[src/rtl/adcCfgPkg.sv]
package adcCfgPkg;
  localparam int WORD_W    = 16;
  localparam int CHAN_W    = 5;
  localparam int RSVD_BIT  = 15;
  localparam int GAIN_HI   = 14;
  localparam int GAIN_LO   = 13;
  localparam int ALT_HI    = 12;
  localparam int ALT_LO    = 8;
  localparam int ACQ_BIT   = 7;
  localparam int ALIGN_BIT = 6;
  localparam int DIFF_BIT  = 5;
  localparam int CHAN_HI   = 4;

  typedef struct packed {
    logic wrSlot;
    logic advIdx;
    logic loadIdx;
  } cfgStrobe_t;

  function automatic logic chanIllegal(input logic [CHAN_W-1:0] ch, input logic diff);
    logic commonBad;
    logic diffBad;
    commonBad = (ch >= 5'd20) && (ch != 5'd25);
    diffBad   = diff && (ch >= 5'd8) && (ch <= 5'd15);
    return commonBad || diffBad;
  endfunction
endpackage

[src/rtl/adcCfgCtrl.sv]
module adcCfgCtrl
  import adcCfgPkg::*;
#(
  parameter int NUM_SLOTS = 32,
  localparam int IDX_W = $clog2(NUM_SLOTS)
) (
  input  logic             clk,
  input  logic             rstN,
  input  logic             hostWrEn,
  input  logic             cfgMode,
  input  logic             avgMode,
  input  logic             convBusy,
  input  logic             idxLoad,
  input  logic [IDX_W-1:0] idxLoadVal,
  output cfgStrobe_t       strb,
  output logic [IDX_W-1:0] curIdx
);
  localparam logic [IDX_W-1:0] LAST_IDX = IDX_W'(NUM_SLOTS - 1);

  always_comb begin
    strb.wrSlot  = hostWrEn && cfgMode && !avgMode && !convBusy;
    strb.loadIdx = idxLoad;
    strb.advIdx  = strb.wrSlot && !idxLoad;
  end

  always_ff @(posedge clk or negedge rstN) begin
    if (!rstN) begin
      curIdx <= '0;
    end else if (strb.loadIdx) begin
      curIdx <= idxLoadVal;
    end else if (strb.advIdx) begin
      curIdx <= (curIdx == LAST_IDX) ? '0 : curIdx + 1'b1;
    end
  end

  AST_IDX_STEP: assert property (@(posedge clk) disable iff (!rstN)
    hostWrEn && cfgMode && !avgMode && !convBusy && !idxLoad |=>
      curIdx == (($past(curIdx) == LAST_IDX) ? '0 : $past(curIdx) + 1'b1));
  AST_IDX_LOAD: assert property (@(posedge clk) disable iff (!rstN)
    idxLoad |=> curIdx == $past(idxLoadVal));
  AST_BUSY_HOLD: assert property (@(posedge clk) disable iff (!rstN)
    convBusy && !idxLoad |=> $stable(curIdx));
  AST_MODE_GATE: assert property (@(posedge clk) disable iff (!rstN)
    (!cfgMode || avgMode) && !idxLoad |=> $stable(curIdx));
endmodule

[src/rtl/adcCfgData.sv]
module adcCfgData
  import adcCfgPkg::*;
#(
  parameter int NUM_SLOTS = 32,
  localparam int IDX_W = $clog2(NUM_SLOTS)
) (
  input  logic              clk,
  input  logic              rstN,
  input  cfgStrobe_t        strb,
  input  logic [IDX_W-1:0]  wrIdx,
  input  logic [WORD_W-1:0] wrData,
  input  logic [IDX_W-1:0]  seqSel,
  output logic [WORD_W-1:0] hostRdData,
  output logic [WORD_W-1:0] seqWord,
  output logic [1:0]        seqGain,
  output logic [4:0]        seqAltLoc,
  output logic              seqAcqExt,
  output logic              seqAlignLeft,
  output logic              seqDiff,
  output logic [CHAN_W-1:0] seqChan,
  output logic              seqChanBad,
  output logic [NUM_SLOTS-1:0] chanBad
);
  logic [WORD_W-1:0] slotMem [NUM_SLOTS];

  for (genvar gi = 0; gi < NUM_SLOTS; gi++) begin : g_slot
    always_ff @(posedge clk or negedge rstN) begin
      if (!rstN) begin
        slotMem[gi] <= '0;
      end else if (strb.wrSlot && (wrIdx == IDX_W'(gi))) begin
        slotMem[gi] <= {1'b0, wrData[RSVD_BIT-1:0]};
      end
    end

    always_comb chanBad[gi] = chanIllegal(slotMem[gi][CHAN_HI:0], slotMem[gi][DIFF_BIT]);

    AST_SLOT_HOLD: assert property (@(posedge clk) disable iff (!rstN)
      !(strb.wrSlot && (wrIdx == IDX_W'(gi))) |=> $stable(slotMem[gi]));
  end

  always_comb begin
    hostRdData   = slotMem[wrIdx];
    seqWord      = slotMem[seqSel];
    seqGain      = seqWord[GAIN_HI:GAIN_LO];
    seqAltLoc    = seqWord[ALT_HI:ALT_LO];
    seqAcqExt    = seqWord[ACQ_BIT];
    seqAlignLeft = seqWord[ALIGN_BIT];
    seqDiff      = seqWord[DIFF_BIT];
    seqChan      = seqWord[CHAN_HI:0];
    seqChanBad   = chanBad[seqSel];
  end

  AST_RSVD_ZERO: assert property (@(posedge clk) disable iff (!rstN)
    !seqWord[RSVD_BIT] && !hostRdData[RSVD_BIT]);
  AST_BAD_COMMON: assert property (@(posedge clk) disable iff (!rstN)
    (seqChan >= 5'd20) && (seqChan != 5'd25) |-> seqChanBad);
  AST_GOOD_LOW: assert property (@(posedge clk) disable iff (!rstN)
    (seqChan <= 5'd7) || ((seqChan >= 5'd16) && (seqChan <= 5'd19)) || (seqChan == 5'd25)
      |-> !seqChanBad);
endmodule

[src/rtl/adcCfgBank.sv]
module adcCfgBank
  import adcCfgPkg::*;
#(
  parameter int NUM_SLOTS = 32,
  localparam int IDX_W = $clog2(NUM_SLOTS)
) (
  input  logic                 clk,
  input  logic                 rstN,
  input  logic                 cfgMode,
  input  logic                 avgMode,
  input  logic                 convBusy,
  input  logic                 hostWrEn,
  input  logic [WORD_W-1:0]    hostWrData,
  input  logic                 idxLoad,
  input  logic [IDX_W-1:0]     idxLoadVal,
  output logic [IDX_W-1:0]     curIdx,
  output logic [WORD_W-1:0]    hostRdData,
  input  logic [IDX_W-1:0]     seqSel,
  output logic [WORD_W-1:0]    seqWord,
  output logic [1:0]           seqGain,
  output logic [4:0]           seqAltLoc,
  output logic                 seqAcqExt,
  output logic                 seqAlignLeft,
  output logic                 seqDiff,
  output logic [CHAN_W-1:0]    seqChan,
  output logic                 seqChanBad,
  output logic [NUM_SLOTS-1:0] chanBad
);
  cfgStrobe_t strb;

  adcCfgCtrl #(.NUM_SLOTS(NUM_SLOTS)) uCtrl (
    .clk(clk), .rstN(rstN), .hostWrEn(hostWrEn), .cfgMode(cfgMode),
    .avgMode(avgMode), .convBusy(convBusy), .idxLoad(idxLoad),
    .idxLoadVal(idxLoadVal), .strb(strb), .curIdx(curIdx)
  );

  adcCfgData #(.NUM_SLOTS(NUM_SLOTS)) uData (
    .clk(clk), .rstN(rstN), .strb(strb), .wrIdx(curIdx), .wrData(hostWrData),
    .seqSel(seqSel), .hostRdData(hostRdData), .seqWord(seqWord),
    .seqGain(seqGain), .seqAltLoc(seqAltLoc), .seqAcqExt(seqAcqExt),
    .seqAlignLeft(seqAlignLeft), .seqDiff(seqDiff), .seqChan(seqChan),
    .seqChanBad(seqChanBad), .chanBad(chanBad)
  );

  AST_BUSY_RD_STABLE: assert property (@(posedge clk) disable iff (!rstN)
    convBusy && !idxLoad |=> $stable(hostRdData));
endmodule

[config.mk]
export PLATFORM = sky130hd
export DESIGN_NAME = adcCfgBank
export DESIGN_NICKNAME = d
export VERILOG_FILES = /design/src/rtl/adcCfgPkg.sv /design/src/rtl/adcCfgCtrl.sv /design/src/rtl/adcCfgData.sv /design/src/rtl/adcCfgBank.sv
export SDC_FILE = /design/constraint.sdc
export NUM_CORES = 1
export LEC_CHECK = 0
export BUFFER_PORTS_ARGS = -buffer_cell sky130_fd_sc_hd__buf_2
export CAP_MARGIN = 20
export CORE_MARGIN = 1
export CORE_UTILIZATION = 30
export CTS_BUF_LIST = sky130_fd_sc_hd__clkbuf_8
export CTS_CLUSTER_DIAMETER = 30
export CTS_CLUSTER_SIZE = 10
export DETAILED_ROUTE_END_ITERATION = 8
export GPL_TIMING_DRIVEN = 0
export PLACE_DENSITY_LB_ADDON = 0.2
export SYNTH_ARGS = -nofsm -noshare
export SYNTH_HDL_FRONTEND = slang
export SYNTH_SLANG_ARGS = --single-unit
[constraint.sdc]
create_clock -name clk -period 5.15 [get_ports clk]
set_clock_uncertainty 0.1 [all_clocks]
set_input_delay 0.515 -clock clk [delete_from_list [all_inputs] [get_ports clk]]
set_output_delay 0.515 -clock clk [all_outputs]
set_load 0.05 [all_outputs]
==> qor.txt, run 1 <==
PLACE
----------------------------------------------------------------------------------------------------
Number of I/O port buffers                                                                       110
Placed wire-length estimate                                                                 76600 um
Final RePlAce weighted congestion                                                              0.958

CLOCK NETWORK
----------------------------------------------------------------------------------------------------
TritonCTS clock tree                                                                             yes
Clk sinks                                                                                        485
Clock-pin slew reported for the worst setup and hold paths after clock tree synthesis        0.06 ns
# H-tree levels                                                                                    4
Number of buffers inserted during clock tree synthesis                                           134
Setup Fix Bufs, Post-CTS                                                                           0
Root buffer cell                                                                        sky130_fd_sc_hd__clkbuf_8
Worst skew pair latency                                                                      0.76 ns
Clock tree buffer depth                                                                            3

SYNTHESIS
----------------------------------------------------------------------------------------------------
Netlist cell types                                                                                46
EDFF count, synth                                                                                  0
Warning count from the yosys run                                                                   0
Mean instance size in the synthesized netlist                                               15.1 um2
Synth area leader                                                                       sky130_fd_sc_hd__dfrtp_1
Fraction of post-synthesis cell area in the top cell type by area                              0.447
Fraction of registers with async set or reset after synthesis                                   1.00
Dominant synthesized flop cell                                                          sky130_fd_sc_hd__dfrtp_1
Number of standard cells after synthesis                                                        1796
Mapped cell area                                                                           27200 um2
Dominant cells by area after synthesis                                                  sky130_fd_sc_hd__dfrtp_1 45%, sky130_fd_sc_hd__mux4_2 25%, sky130_fd_sc_hd__mux2_1 18%, sky130_fd_sc_hd__mux2_2 2.9%, sky130_fd_sc_hd__nand2_1 1.6%
#FFs+latches synth                                                                               485
Register area share after synthesis                                                            0.447

PWR
----------------------------------------------------------------------------------------------------
Register share of total power                                                                  0.363
Logic gate share of total power                                                                0.141
Maximum VDD drop                                                                            0.237 mV
Internal Dissipation                                                                         8.54 mW
Design Power                                                                                 11.9 mW
Cell Pwr Density                                                                          361 nW/um2
Power dissipated by switching net loads                                                      3.35 mW
Leakage power figure                                                                         15.4 nW
Net switching share of the total power                                                         0.281
Fraction of power consumed by the clock network                                                0.496

DIE
----------------------------------------------------------------------------------------------------
Die boundary height                                                                           303 um
I/O pin count                                                                                    118
Area inside the core boundary                                                              89900 um2
Die X-Extent                                                                                  303 um
Placement row count                                                                              110
Initial cell density of the core                                                               0.302
Die area                                                                                   91800 um2

GLOBAL ROUTING
----------------------------------------------------------------------------------------------------
Via count of the first global-routing pass                                                     19600
Largest net degree at the start of global routing                                                108
Number of antenna violations at the first check in global routing                                  4
Overall global routing resource usage                                                          0.226
Overflow after GRT                                                                                 0
Global-route wire length before repair                                                     145000 um

FINAL LAYOUT
----------------------------------------------------------------------------------------------------
Utilization after layout                                                                       0.366
Fill cell instance count of the final layout                                                    8604
Net count of the finished layout                                                                2123
Synth-to-layout area growth                                                                    21.2%
Share of cells above drive strength 1                                                          0.366

DRT
----------------------------------------------------------------------------------------------------
Number of detailed-route iterations in the first pass                                              5
Average via count per standard cell                                                             5.57
Starting DRC count in detailed routing                                                          1854
Post-detailed-route wirelength per cell                                                      29.9 um
DR DRC count                                                                                       0
Wire length after detailed routing                                                         101000 um
Total number of vias                                                                           18800
Residual antenna-violating net count after detailed routing                                        0

TIMING
----------------------------------------------------------------------------------------------------
Period utilization                                                                             0.976
Min Tclk post-route                                                                          5.03 ns
Number of failing hold endpoints at the final stage                                                0
Setup repair after global routing missed its margin                                               no
Final-layout setup total negative slack                                                         0 ns
Highest Clock Rate                                                                           199 MHz
Number of pins with negative max-slew slack in the final report                                    0
Worst slew slack as a fraction of its limit                                                    0.250
Worst-margin pin slew                                                                        1.13 ns
Final Setup Violations                                                                             0
Final hold slack                                                                           0.0875 ns

WORST SETUP PATH
----------------------------------------------------------------------------------------------------
Endpoint class of the critical path                                                      output port
Required arrival time at the worst endpoint                                                  4.53 ns
Worst-path maximum fanout                                                                         10
Startpoint kind of the worst setup timing path                                              register
Arrival time of the worst setup path                                                         4.41 ns
Setup Crit Path Kind                                                                    register to output port

STATUS
----------------------------------------------------------------------------------------------------
Result of the run                                                                       complete, no violations

MIN PATH
----------------------------------------------------------------------------------------------------
Hold/Removal Path Class                                                                 primary input to register

FLOW RUN
----------------------------------------------------------------------------------------------------
Max capacitance violation total                                                                    0

==> stage by stage <==
stage | std cells | instance area [um2] | worst slack (ns)
global route | 3370 | 32900 | 0.00462
floorplan | 1797 | 27200 | 0.904
finish | 3370 | 32900 | 0.123
detailed placement | 3098 | 29500 | 0.454
global placement | 3083 | 29200 | -6.79
CTS | 3363 | 32900 | 0.0392
==> area by class of cell <==
| type | count | area (um2) | share of cell area |
|---|---|---|---|
| diodes | 1 | 2.50 | 0.0000760 |
| plain buffers | 184 | 898 | 0.0273 |
| clock buffers | 165 | 2270 | 0.0689 |
| clock inverters | 80 | 855 | 0.0259 |
| inverters | 13 | 48.8 | 0.00148 |
| multi-input cells | 1115 | 14100 | 0.428 |
| flip-flops and latches | 485 | 12100 | 0.368 |
| well taps | 1176 | 1470 | 0.0447 |
| repair buffers | 151 | 1140 | 0.0347 |
==> what timing repair did <==
action / 4_1_cts / 5_1_grt
hold buffers: 20 / 0
endpoints found under the hold margin: 97 / 0
gates resized for setup: 5 / 2
setup endpoints to repair: 4 / 2
==> state kept, by name (all words and copies together) (netlist names) <==
register       flops
uCtrl.curIdx       5
uData.slotMem    480
==> path summary, 6_finish.rpt <==
check / startpoint / endpoint / slack [ns] / cells after the start
max: uCtrl.curIdx[1] / hostRdData[6] / 0.12 / 8
min: idxLoadVal[4] / uCtrl.curIdx[4] / 0.09 / 3
max reg2reg: uCtrl.curIdx[1] / uData.slotMem[43] / 0.72 / 10
min reg2reg: uData.slotMem[474] / uData.slotMem[474] / 0.40 / 1
max in group asynchronous: rstN / uData.slotMem[51] / 3.47 / 4
min in group asynchronous: rstN / uData.slotMem[345] / 0.21 / 2
==> worst max-delay path, cell delays in order, from the launching register on <==
cell,delay [ns]
sky130_fd_sc_hd__dfrtp_1,0.51
sky130_fd_sc_hd__clkbuf_1,0.26
sky130_fd_sc_hd__clkbuf_1,0.61
sky130_fd_sc_hd__buf_1,0.75
sky130_fd_sc_hd__mux4_2,0.43
sky130_fd_sc_hd__mux4_2,0.50
sky130_fd_sc_hd__nand2_1,0.10
sky130_fd_sc_hd__nand2_1,0.18
sky130_fd_sc_hd__buf_2,0.28
==> routing by layer <==
metal | routed length, um | track usage
met1 | 44400 | 0.316
met5 | 0 | 0
met2 | 45700 | 0.340
met4 | 3310 | 0.0865
met3 | 7450 | 0.0511
==> power by group through the flow <==
stage / Clock, mW / Combinational [mW] / Sequential, mW
floorplan: 0 / 1.05 / 4.28
global placement: 0 / 1.60 / 4.35
detailed placement: 0 / 1.65 / 4.37
CTS: 6.01 / 1.67 / 4.31
global route: 6.22 / 1.76 / 4.35
finish: 5.90 / 1.67 / 4.32
==> Yosys cell counts, types with 4 or more instances <==
| cell | count |
|---|---|
| sky130_fd_sc_hd__clkbuf_1 | 94 |
| sky130_fd_sc_hd__nand3_1 | 28 |
| sky130_fd_sc_hd__o211ai_1 | 17 |
| sky130_fd_sc_hd__buf_2 | 49 |
| sky130_fd_sc_hd__nand2b_1 | 13 |
| sky130_fd_sc_hd__ha_1 | 6 |
| sky130_fd_sc_hd__mux4_2 | 296 |
| sky130_fd_sc_hd__nand3b_1 | 21 |
| sky130_fd_sc_hd__nor2b_1 | 24 |
| sky130_fd_sc_hd__dfrtp_1 | 485 |
| sky130_fd_sc_hd__mux4_1 | 4 |
| sky130_fd_sc_hd__nor2_1 | 12 |
| sky130_fd_sc_hd__nand2_1 | 117 |
| sky130_fd_sc_hd__o21ai_1 | 4 |
| sky130_fd_sc_hd__mux2i_1 | 6 |
| sky130_fd_sc_hd__buf_1 | 17 |
| sky130_fd_sc_hd__inv_1 | 12 |
| sky130_fd_sc_hd__mux2_2 | 71 |
| sky130_fd_sc_hd__o21ai_0 | 13 |
| sky130_fd_sc_hd__a21oi_1 | 19 |
| sky130_fd_sc_hd__mux2_1 | 425 |
| sky130_fd_sc_hd__buf_4 | 18 |
| sky130_fd_sc_hd__and3_1 | 7 |
==> cells in the final DEF, fill, tap and decap left out, types with 18 or more instances in the layout <==
cell type                       Yosys  final
sky130_fd_sc_hd__a21oi_1           19     19
sky130_fd_sc_hd__buf_2             49    158
sky130_fd_sc_hd__buf_4             18     18
sky130_fd_sc_hd__clkbuf_1          94     93
sky130_fd_sc_hd__clkbuf_8           0    165
sky130_fd_sc_hd__clkinv_2           0     23
sky130_fd_sc_hd__dfrtp_1          485    485
sky130_fd_sc_hd__dlygate4sd3_1      0     20
sky130_fd_sc_hd__inv_1             12     33
sky130_fd_sc_hd__mux2_1           425    425
sky130_fd_sc_hd__mux2_2            71     71
sky130_fd_sc_hd__mux4_2           296    296
sky130_fd_sc_hd__nand2_1          117    117
sky130_fd_sc_hd__nand3_1           28     28
sky130_fd_sc_hd__nand3b_1          21     21
sky130_fd_sc_hd__nor2b_1           24     24
==> cells by family after synthesis <==
logic type / after synthesis / synth area share
AO/OA/AOI/OAI: 73 / 0.0172
other: 1 / 0.000138
adder cells (fa/ha/maj): 6 / 0.00276
multiplexers: 802 / 0.457
buffers and inverters: 197 / 0.0342
flip-flops: 485 / 0.447
AND/OR/NAND/NOR: 232 / 0.0420
(Power assumes the default switching activity.)
==> run 2, diff against run 1 <==
--- a/config.mk
+++ b/config.mk
@@ -13,7 +13,6 @@
 export CTS_CLUSTER_DIAMETER = 30
 export CTS_CLUSTER_SIZE = 10
 export DETAILED_ROUTE_END_ITERATION = 8
-export GPL_TIMING_DRIVEN = 0
 export PLACE_DENSITY_LB_ADDON = 0.2
 export SYNTH_ARGS = -nofsm -noshare
 export SYNTH_HDL_FRONTEND = slang
==> run 2 against run 1 <==
Effect of this change:
- first-iteration DRC count down 30%
- hold slack got worse by 0.0053 ns
- non-clock buffer count shrank 157
- critical endpoint is now hostRdData[5]
- largest cell class unchanged
==> qor.txt, run 2 (synthesized netlist as in run 1, its figures left out) <==
STATUS
----------------------------------------------------------------------------------------------------
Result of the run                                                                       complete, no violations

FINAL LAYOUT
----------------------------------------------------------------------------------------------------
Share of cells above drive strength 1                                                          0.368
Largest register by flop count                                                          uData.slotMem
Utilization after layout                                                                       0.354
Fill cell instance count of the final layout                                                    8657
Registers with the highest flip-flop counts                                             uData.slotMem x480, uCtrl.curIdx x5
Synth-to-layout area growth                                                                    17.0%
Leading cell type in the layout, fill and taps excluded                                 sky130_fd_sc_hd__dfrtp_1
Filler-free cell count of the finished design                                                   3194
Max FFs per register                                                                             480
Leading cell types in the layout, fill and taps excluded                                481 x sky130_fd_sc_hd__dfrtp_1, 425 x sky130_fd_sc_hd__mux2_1, 296 x sky130_fd_sc_hd__mux4_2
Area occupied by multi-input gates                                                         14100 um2
Area occupied by registers                                                                 12100 um2
Net count of the finished layout                                                                1947

WORST SETUP PATH
----------------------------------------------------------------------------------------------------
Worst-path maximum fanout                                                                         51
Startpoint kind of the worst setup timing path                                              register
CP top delay family                                                                       flip-flops
Endpoint class of the critical path                                                      output port
Required arrival time at the worst endpoint                                                  4.53 ns
Slowest stage cell on the critical path                                                 sky130_fd_sc_hd__dfrtp_4
Arrival time of the worst setup path                                                         3.55 ns
Setup Crit Path Kind                                                                    register to output port
Buffering stage count on the worst path with inverters included                                    2
CP cell instances                                                                       buf_4 -> mux4_2 -> mux4_2 -> nand2_1 -> nand2_1 -> buf_2
Highest cell delay on the worst timing path                                                  1.08 ns

PWR
----------------------------------------------------------------------------------------------------
Net switching share of the total power                                                         0.276
Leakage power figure                                                                         14.8 nW
Design Power                                                                                 11.0 mW
Cell Pwr Density                                                                          346 nW/um2
Fraction of power consumed by the clock network                                                0.474
Logic gate share of total power                                                                0.131
Power dissipated by switching net loads                                                      3.04 mW
Maximum VDD drop                                                                            0.175 mV
Register share of total power                                                                  0.395
Internal Dissipation                                                                         7.98 mW

GLOBAL ROUTING
----------------------------------------------------------------------------------------------------
Overflow after GRT                                                                                 0
Via count of the first global-routing pass                                                     18800
Overall global routing resource usage                                                          0.194
Global-route wire length before repair                                                     129000 um
Largest net degree at the start of global routing                                                120
Number of antenna violations at the first check in global routing                                  5

PLACE
----------------------------------------------------------------------------------------------------
Final RePlAce weighted congestion                                                              0.811
Placed wire-length estimate                                                                 54900 um
Number of I/O port buffers                                                                       114
Dpl cells                                                                                       2956

CLOCK NETWORK
----------------------------------------------------------------------------------------------------
Setup Fix Bufs, Post-CTS                                                                           0
Clk sinks                                                                                        485
Clock tree buffer depth                                                                            3
Number of buffers inserted during clock tree synthesis                                           115
Clock-pin slew reported for the worst setup and hold paths after clock tree synthesis        0.05 ns
Root buffer cell                                                                        sky130_fd_sc_hd__clkbuf_8
TritonCTS clock tree                                                                             yes
# H-tree levels                                                                                    3
Worst skew pair latency                                                                      0.71 ns

DRT
----------------------------------------------------------------------------------------------------
DR DRC count                                                                                       0
Wire length after detailed routing                                                          87100 um
Average via count per standard cell                                                             5.44
Number of detailed-route iterations in the first pass                                              6
Residual antenna-violating net count after detailed routing                                        0
Post-detailed-route wirelength per cell                                                      27.3 um
Total number of vias                                                                           17400
Starting DRC count in detailed routing                                                          1299

TIMING
----------------------------------------------------------------------------------------------------
Final-layout setup total negative slack                                                         0 ns
Period utilization                                                                             0.808
Number of failing hold endpoints at the final stage                                                0
Final hold slack                                                                           0.0822 ns
Highest Clock Rate                                                                           240 MHz
Worst-margin pin slew                                                                        1.14 ns
Final Setup Violations                                                                             0
Worst slew slack as a fraction of its limit                                                    0.237
Setup repair after global routing missed its margin                                               no
Min Tclk post-route                                                                          4.16 ns
Number of pins with negative max-slew slack in the final report                                    0

DIE
----------------------------------------------------------------------------------------------------
Area inside the core boundary                                                              89900 um2
Placement row count                                                                              110
Die boundary height                                                                           303 um
Die area                                                                                   91800 um2
Initial cell density of the core                                                               0.302
I/O pin count                                                                                    118
Die X-Extent                                                                                  303 um

MIN PATH
----------------------------------------------------------------------------------------------------
Hold/Removal Path Class                                                                 primary input to register

FLOW RUN
----------------------------------------------------------------------------------------------------
Max capacitance violation total                                                                    0

## run 2: cell count changes in the layout (fill, tap and decap cells not counted), moves of 5 or more
cell                            delta
sky130_fd_sc_hd__diode_2           +8
sky130_fd_sc_hd__buf_1            -14
sky130_fd_sc_hd__buf_2            -47
sky130_fd_sc_hd__buf_8            -14
sky130_fd_sc_hd__clkbuf_1         -93
sky130_fd_sc_hd__dlygate4sd3_1    -10
sky130_fd_sc_hd__buf_16            -5
sky130_fd_sc_hd__clkbuf_8         -27
sky130_fd_sc_hd__buf_4            +25
sky130_fd_sc_hd__buf_12            +9
## run 2: layout make-up
cell class                      count  share of cell area
Timing Repair Buffer              178              0.0392
Tap cell                         1176              0.0463
Clock buffer                      138              0.0597
Sequential cell                   485               0.382
Clock inverter                     80              0.0259
Inverter                           13             0.00153
Multi-Input combinational cell   1115               0.445
Antenna cell                        9            0.000708
## run 2: per-layer routing
layer	up-vias	global-route usage	part of all wire
met3	184	0.0478	0.064
met1	9373	0.260	0.44
li1	7219	-	-
met4	2	0.0741	0.035
met2	588	0.302	0.46
met5	-	0	0.00015
## run 2: worst min-delay path, cell delays in order
cell,delay (ns)
sky130_fd_sc_hd__buf_2,0.17
sky130_fd_sc_hd__nand2_1,0.08
sky130_fd_sc_hd__o21ai_0,0.07
## run 2: power by group through the flow
stage	Clock (mW)	Sequential [mW]	Combinational, mW
2_1_floorplan	0	4.28	1.05
3_3_place_gp	0	4.39	1.43
3_5_place_dp	0	4.41	1.45
4_1_cts	5.36	4.35	1.46
5_1_grt	5.57	4.39	1.53
6_report	5.22	4.35	1.44
## run 2: final timing paths
kind	start	endpoint	slack, ns	cells after the start
min reg2reg	uData.slotMem[283]	uData.slotMem[283]	0.40	1
max reg2reg	uCtrl.curIdx[1]	uCtrl.curIdx[2]	1.68	9
max	uCtrl.curIdx[1]	hostRdData[5]	0.99	6
min in group asynchronous	rstN	uData.slotMem[410]	0.32	2
min	idxLoad	uCtrl.curIdx[0]	0.08	3
max in group asynchronous	rstN	uData.slotMem[83]	3.44	3
## run 2: metrics by stage
step	cell area, um2	setup WS, ns
after global routing	31800	0.829
after global placement	28900	1.20
final	31800	0.988
after floorplan	27200	0.904
after CTS	31700	0.903
after detailed placement	28900	1.19
## run 2: repair_timing
item / in CTS / in global routing
endpoints found under the hold margin: 92 / 0
gates resized for setup: 0 / 0
hold buffers: 10 / 0
==> run 3, diff against run 2 <==
==> constraint.sdc (replaced) <==
create_clock -name clk -period 3.37 [get_ports clk]
set_clock_uncertainty 0.1 [all_clocks]
set_input_delay 0.337 -clock clk [delete_from_list [all_inputs] [get_ports clk]]
set_output_delay 0.337 -clock clk [all_outputs]
set_load 0.05 [all_outputs]
==> run 3 against run 2 <==
Effect of this change:
- the flow now finishes with violations (negative setup slack)
- die area is the same
- flip-flop and latch count is the same
- via count grew 3.3%
- critical path depth grew 3
- final area grew 5.1%
- register-to-register slack lost 1.5 ns
- clock power grew 59%
- final cell count grew 2.7%
- critical path type unchanged
==> qor.txt, run 3 (synthesized netlist as in run 1, its figures left out) <==
GLOBAL ROUTING
----------------------------------------------------------------------------------------------------
Largest net degree at the start of global routing                                                 86
Overflow after GRT                                                                                 0
Global-route wire length before repair                                                     133000 um
Number of antenna violations at the first check in global routing                                  6
Overall global routing resource usage                                                          0.200
Via count of the first global-routing pass                                                     19200

CLOCK NETWORK
----------------------------------------------------------------------------------------------------
# H-tree levels                                                                                    3
Clk sinks                                                                                        485
Root buffer cell                                                                        sky130_fd_sc_hd__clkbuf_8
Worst skew pair latency                                                                      0.74 ns
Number of buffers inserted during clock tree synthesis                                           115
Clock-pin slew reported for the worst setup and hold paths after clock tree synthesis        0.06 ns
TritonCTS clock tree                                                                             yes
Clock tree buffer depth                                                                            3

DIE
----------------------------------------------------------------------------------------------------
Area inside the core boundary                                                              89900 um2
Initial cell density of the core                                                               0.302
I/O pin count                                                                                    118
Die boundary height                                                                           303 um
Die area                                                                                   91800 um2
Placement row count                                                                              110
Die X-Extent                                                                                  303 um

WORST SETUP PATH
----------------------------------------------------------------------------------------------------
Reg-to-reg startpoint                                                                   uCtrl.curIdx[0]
Worst-path maximum fanout                                                                          6
Launch point of the worst path                                                          uCtrl.curIdx[0]
Required arrival time at the worst endpoint                                                  2.93 ns
Endpoint class of the critical path                                                      output port
Highest cell delay on the worst timing path                                                  0.55 ns
Setup Crit Path Kind                                                                    register to output port
Worst reg2reg setup slack                                                                    0.21 ns
Arrival time of the worst setup path                                                         3.15 ns
Worst r2r path cells                                                                              11
Reg-to-reg critical path endpoint                                                       uCtrl.curIdx[0]
CP cell instances                                                                       buf_12 -> buf_16 -> buf_12 -> buf_12 -> mux4_2 -> mux4_2 -> nand2_2 -> nand2_2 -> buf_6
Startpoint kind of the worst setup timing path                                              register
Slowest stage cell on the critical path                                                 sky130_fd_sc_hd__mux4_2
Critical Path Sink                                                                      hostRdData[5]
Top cell by count, worst path                                                           sky130_fd_sc_hd__buf_12

STATUS
----------------------------------------------------------------------------------------------------
Violated checks                                                                         negative setup slack
Result of the run                                                                       complete, but fails checks

PLACE
----------------------------------------------------------------------------------------------------
Placed wire-length estimate                                                                 58000 um
Final RePlAce weighted congestion                                                              0.844
Placed Area                                                                                29600 um2
Number of I/O port buffers                                                                       114

FINAL LAYOUT
----------------------------------------------------------------------------------------------------
Synth-to-layout area growth                                                                    22.9%
Max FFs per register                                                                             480
Fill cell instance count of the final layout                                                    8552
Registers with the highest flip-flop counts                                             uData.slotMem x480, uCtrl.curIdx x5
Net count of the finished layout                                                                2042
Largest register by flop count                                                          uData.slotMem
Leading cell type in the layout, fill and taps excluded                                 sky130_fd_sc_hd__dfrtp_1
Utilization after layout                                                                       0.372
Leading cell types in the layout, fill and taps excluded                                481 x sky130_fd_sc_hd__dfrtp_1, 425 x sky130_fd_sc_hd__mux2_1, 296 x sky130_fd_sc_hd__mux4_2
Layout Cell Area excl Fill                                                                 33400 um2
Share of cells above drive strength 1                                                          0.415

DRT
----------------------------------------------------------------------------------------------------
DR DRC count                                                                                       0
Wire length after detailed routing                                                          90200 um
Starting DRC count in detailed routing                                                          1061
Number of detailed-route iterations in the first pass                                              6
Average via count per standard cell                                                             5.47
Post-detailed-route wirelength per cell                                                      27.5 um
Total number of vias                                                                           17900
Residual antenna-violating net count after detailed routing                                        0

TIMING
----------------------------------------------------------------------------------------------------
Final Setup Violations                                                                            15
Number of failing hold endpoints at the final stage                                                0
Highest Clock Rate                                                                           279 MHz
Number of pins with negative max-slew slack in the final report                                    0
Worst slew slack as a fraction of its limit                                                    0.498
Setup repair after global routing missed its margin                                              yes
Worst-margin pin slew                                                                       0.753 ns
Min Tclk post-route                                                                          3.59 ns
PnR worst setup slack                                                                      -0.217 ns
Period utilization                                                                              1.06
Final-layout setup total negative slack                                                     -2.24 ns

PWR
----------------------------------------------------------------------------------------------------
Power dissipated by switching net loads                                                      4.78 mW
Leakage power figure                                                                         15.6 nW
Cell Pwr Density                                                                          524 nW/um2
Internal Dissipation                                                                         12.7 mW
Fraction of power consumed by the clock network                                                0.474
Maximum VDD drop                                                                            0.388 mV
Net switching share of the total power                                                         0.273
Logic gate share of total power                                                                0.149
Register share of total power                                                                  0.377

MIN PATH
----------------------------------------------------------------------------------------------------
Hold/Removal Path Class                                                                 primary input to async pin

FLOW RUN
----------------------------------------------------------------------------------------------------
Max capacitance violation total                                                                    0

==> run 3: cell types whose count changed in the layout (fill, tap and decap cells not counted), moves of 7 or more <==
cell / change
sky130_fd_sc_hd__buf_6: +13
sky130_fd_sc_hd__nand2_1: -25
sky130_fd_sc_hd__buf_12: +26
sky130_fd_sc_hd__clkbuf_8: +9
sky130_fd_sc_hd__buf_4: +47
sky130_fd_sc_hd__buf_2: -14
sky130_fd_sc_hd__buf_8: +7
sky130_fd_sc_hd__buf_16: +9
sky130_fd_sc_hd__inv_1: -14
sky130_fd_sc_hd__nand2_2: +19
sky130_fd_sc_hd__clkinv_2: +7
==> run 3: layout make-up <==
class                      instances  area [um2]  share of cell area
timing repair buffer             273        2640              0.0791
inverter                          13        48.8             0.00146
antenna                            3        7.51            0.000225
tap                             1176        1470              0.0440
clock inverter                    69         797              0.0239
clock buffer                     147        2020              0.0606
sequential                       485       12100               0.364
multi-input combinational       1115       14300               0.427
==> run 3: worst min-delay path by stage <==
stage	startpoint	end	slack, ns	cells after the start
floorplan	rstN	uCtrl.curIdx[0]	-0.06	0
global placement	rstN	uData.slotMem[393]	0.31	1
detailed placement	rstN	uData.slotMem[393]	0.32	1
CTS	rstN	uData.slotMem[409]	0.1	2
global route	rstN	uData.slotMem[409]	0.12	2
finish	rstN	uData.slotMem[409]	0.13	2
==> run 3: critical path: cells and delay by family (launching register included) <==
family / cells / cell delay, ns
buffers and inverters: 5 / 0.73
DFF: 1 / 0.51
muxes: 2 / 1.00
and+or+nand+nor: 2 / 0.17
==> run 3: per-layer routing <==
metal	share of wire	GRT usage	up-vias	wire, um
met2	0.47	0.316	589	42200
met4	0.022	0.0514	8	1970
met1	0.45	0.281	9817	41000
li1	-	-	7385	-
met5	0.00053	0	-	48
met3	0.055	0.0418	144	4930
==> run 3: timing repair <==
item	in CTS	in global routing
endpoints found under the hold margin	95	0
buffers inserted	29	4
gates resized for setup	83	9
setup endpoints to repair	16	16
pin swaps	21	3
cloned	7	0
hold buffers	16	0
==> run 3: through the flow <==
stage | hold slack, ns | worst slack, ns | total power [mW] | cells
6_report | 0.127 | -0.217 | 17.5 | 3281
3_3_place_gp | 0.310 | 0.269 | 8.98 | 3006
4_1_cts | 0.0974 | -0.274 | 17.7 | 3274
2_1_floorplan | -0.0586 | 0.0323 | 8.16 | 1797
3_5_place_dp | 0.317 | 0.247 | 9.04 | 3006
5_1_grt | 0.117 | -0.308 | 18.2 | 3280
==> run 3: power groups by stage <==
stage | clock network, mW | registers, mW | logic (mW)
after floorplan | 0 | 6.55 | 1.61
after global placement | 0 | 6.65 | 2.33
after detailed placement | 0 | 6.68 | 2.36
after CTS | 8.46 | 6.58 | 2.61
after global routing | 8.78 | 6.65 | 2.75
final | 8.30 | 6.59 | 2.60
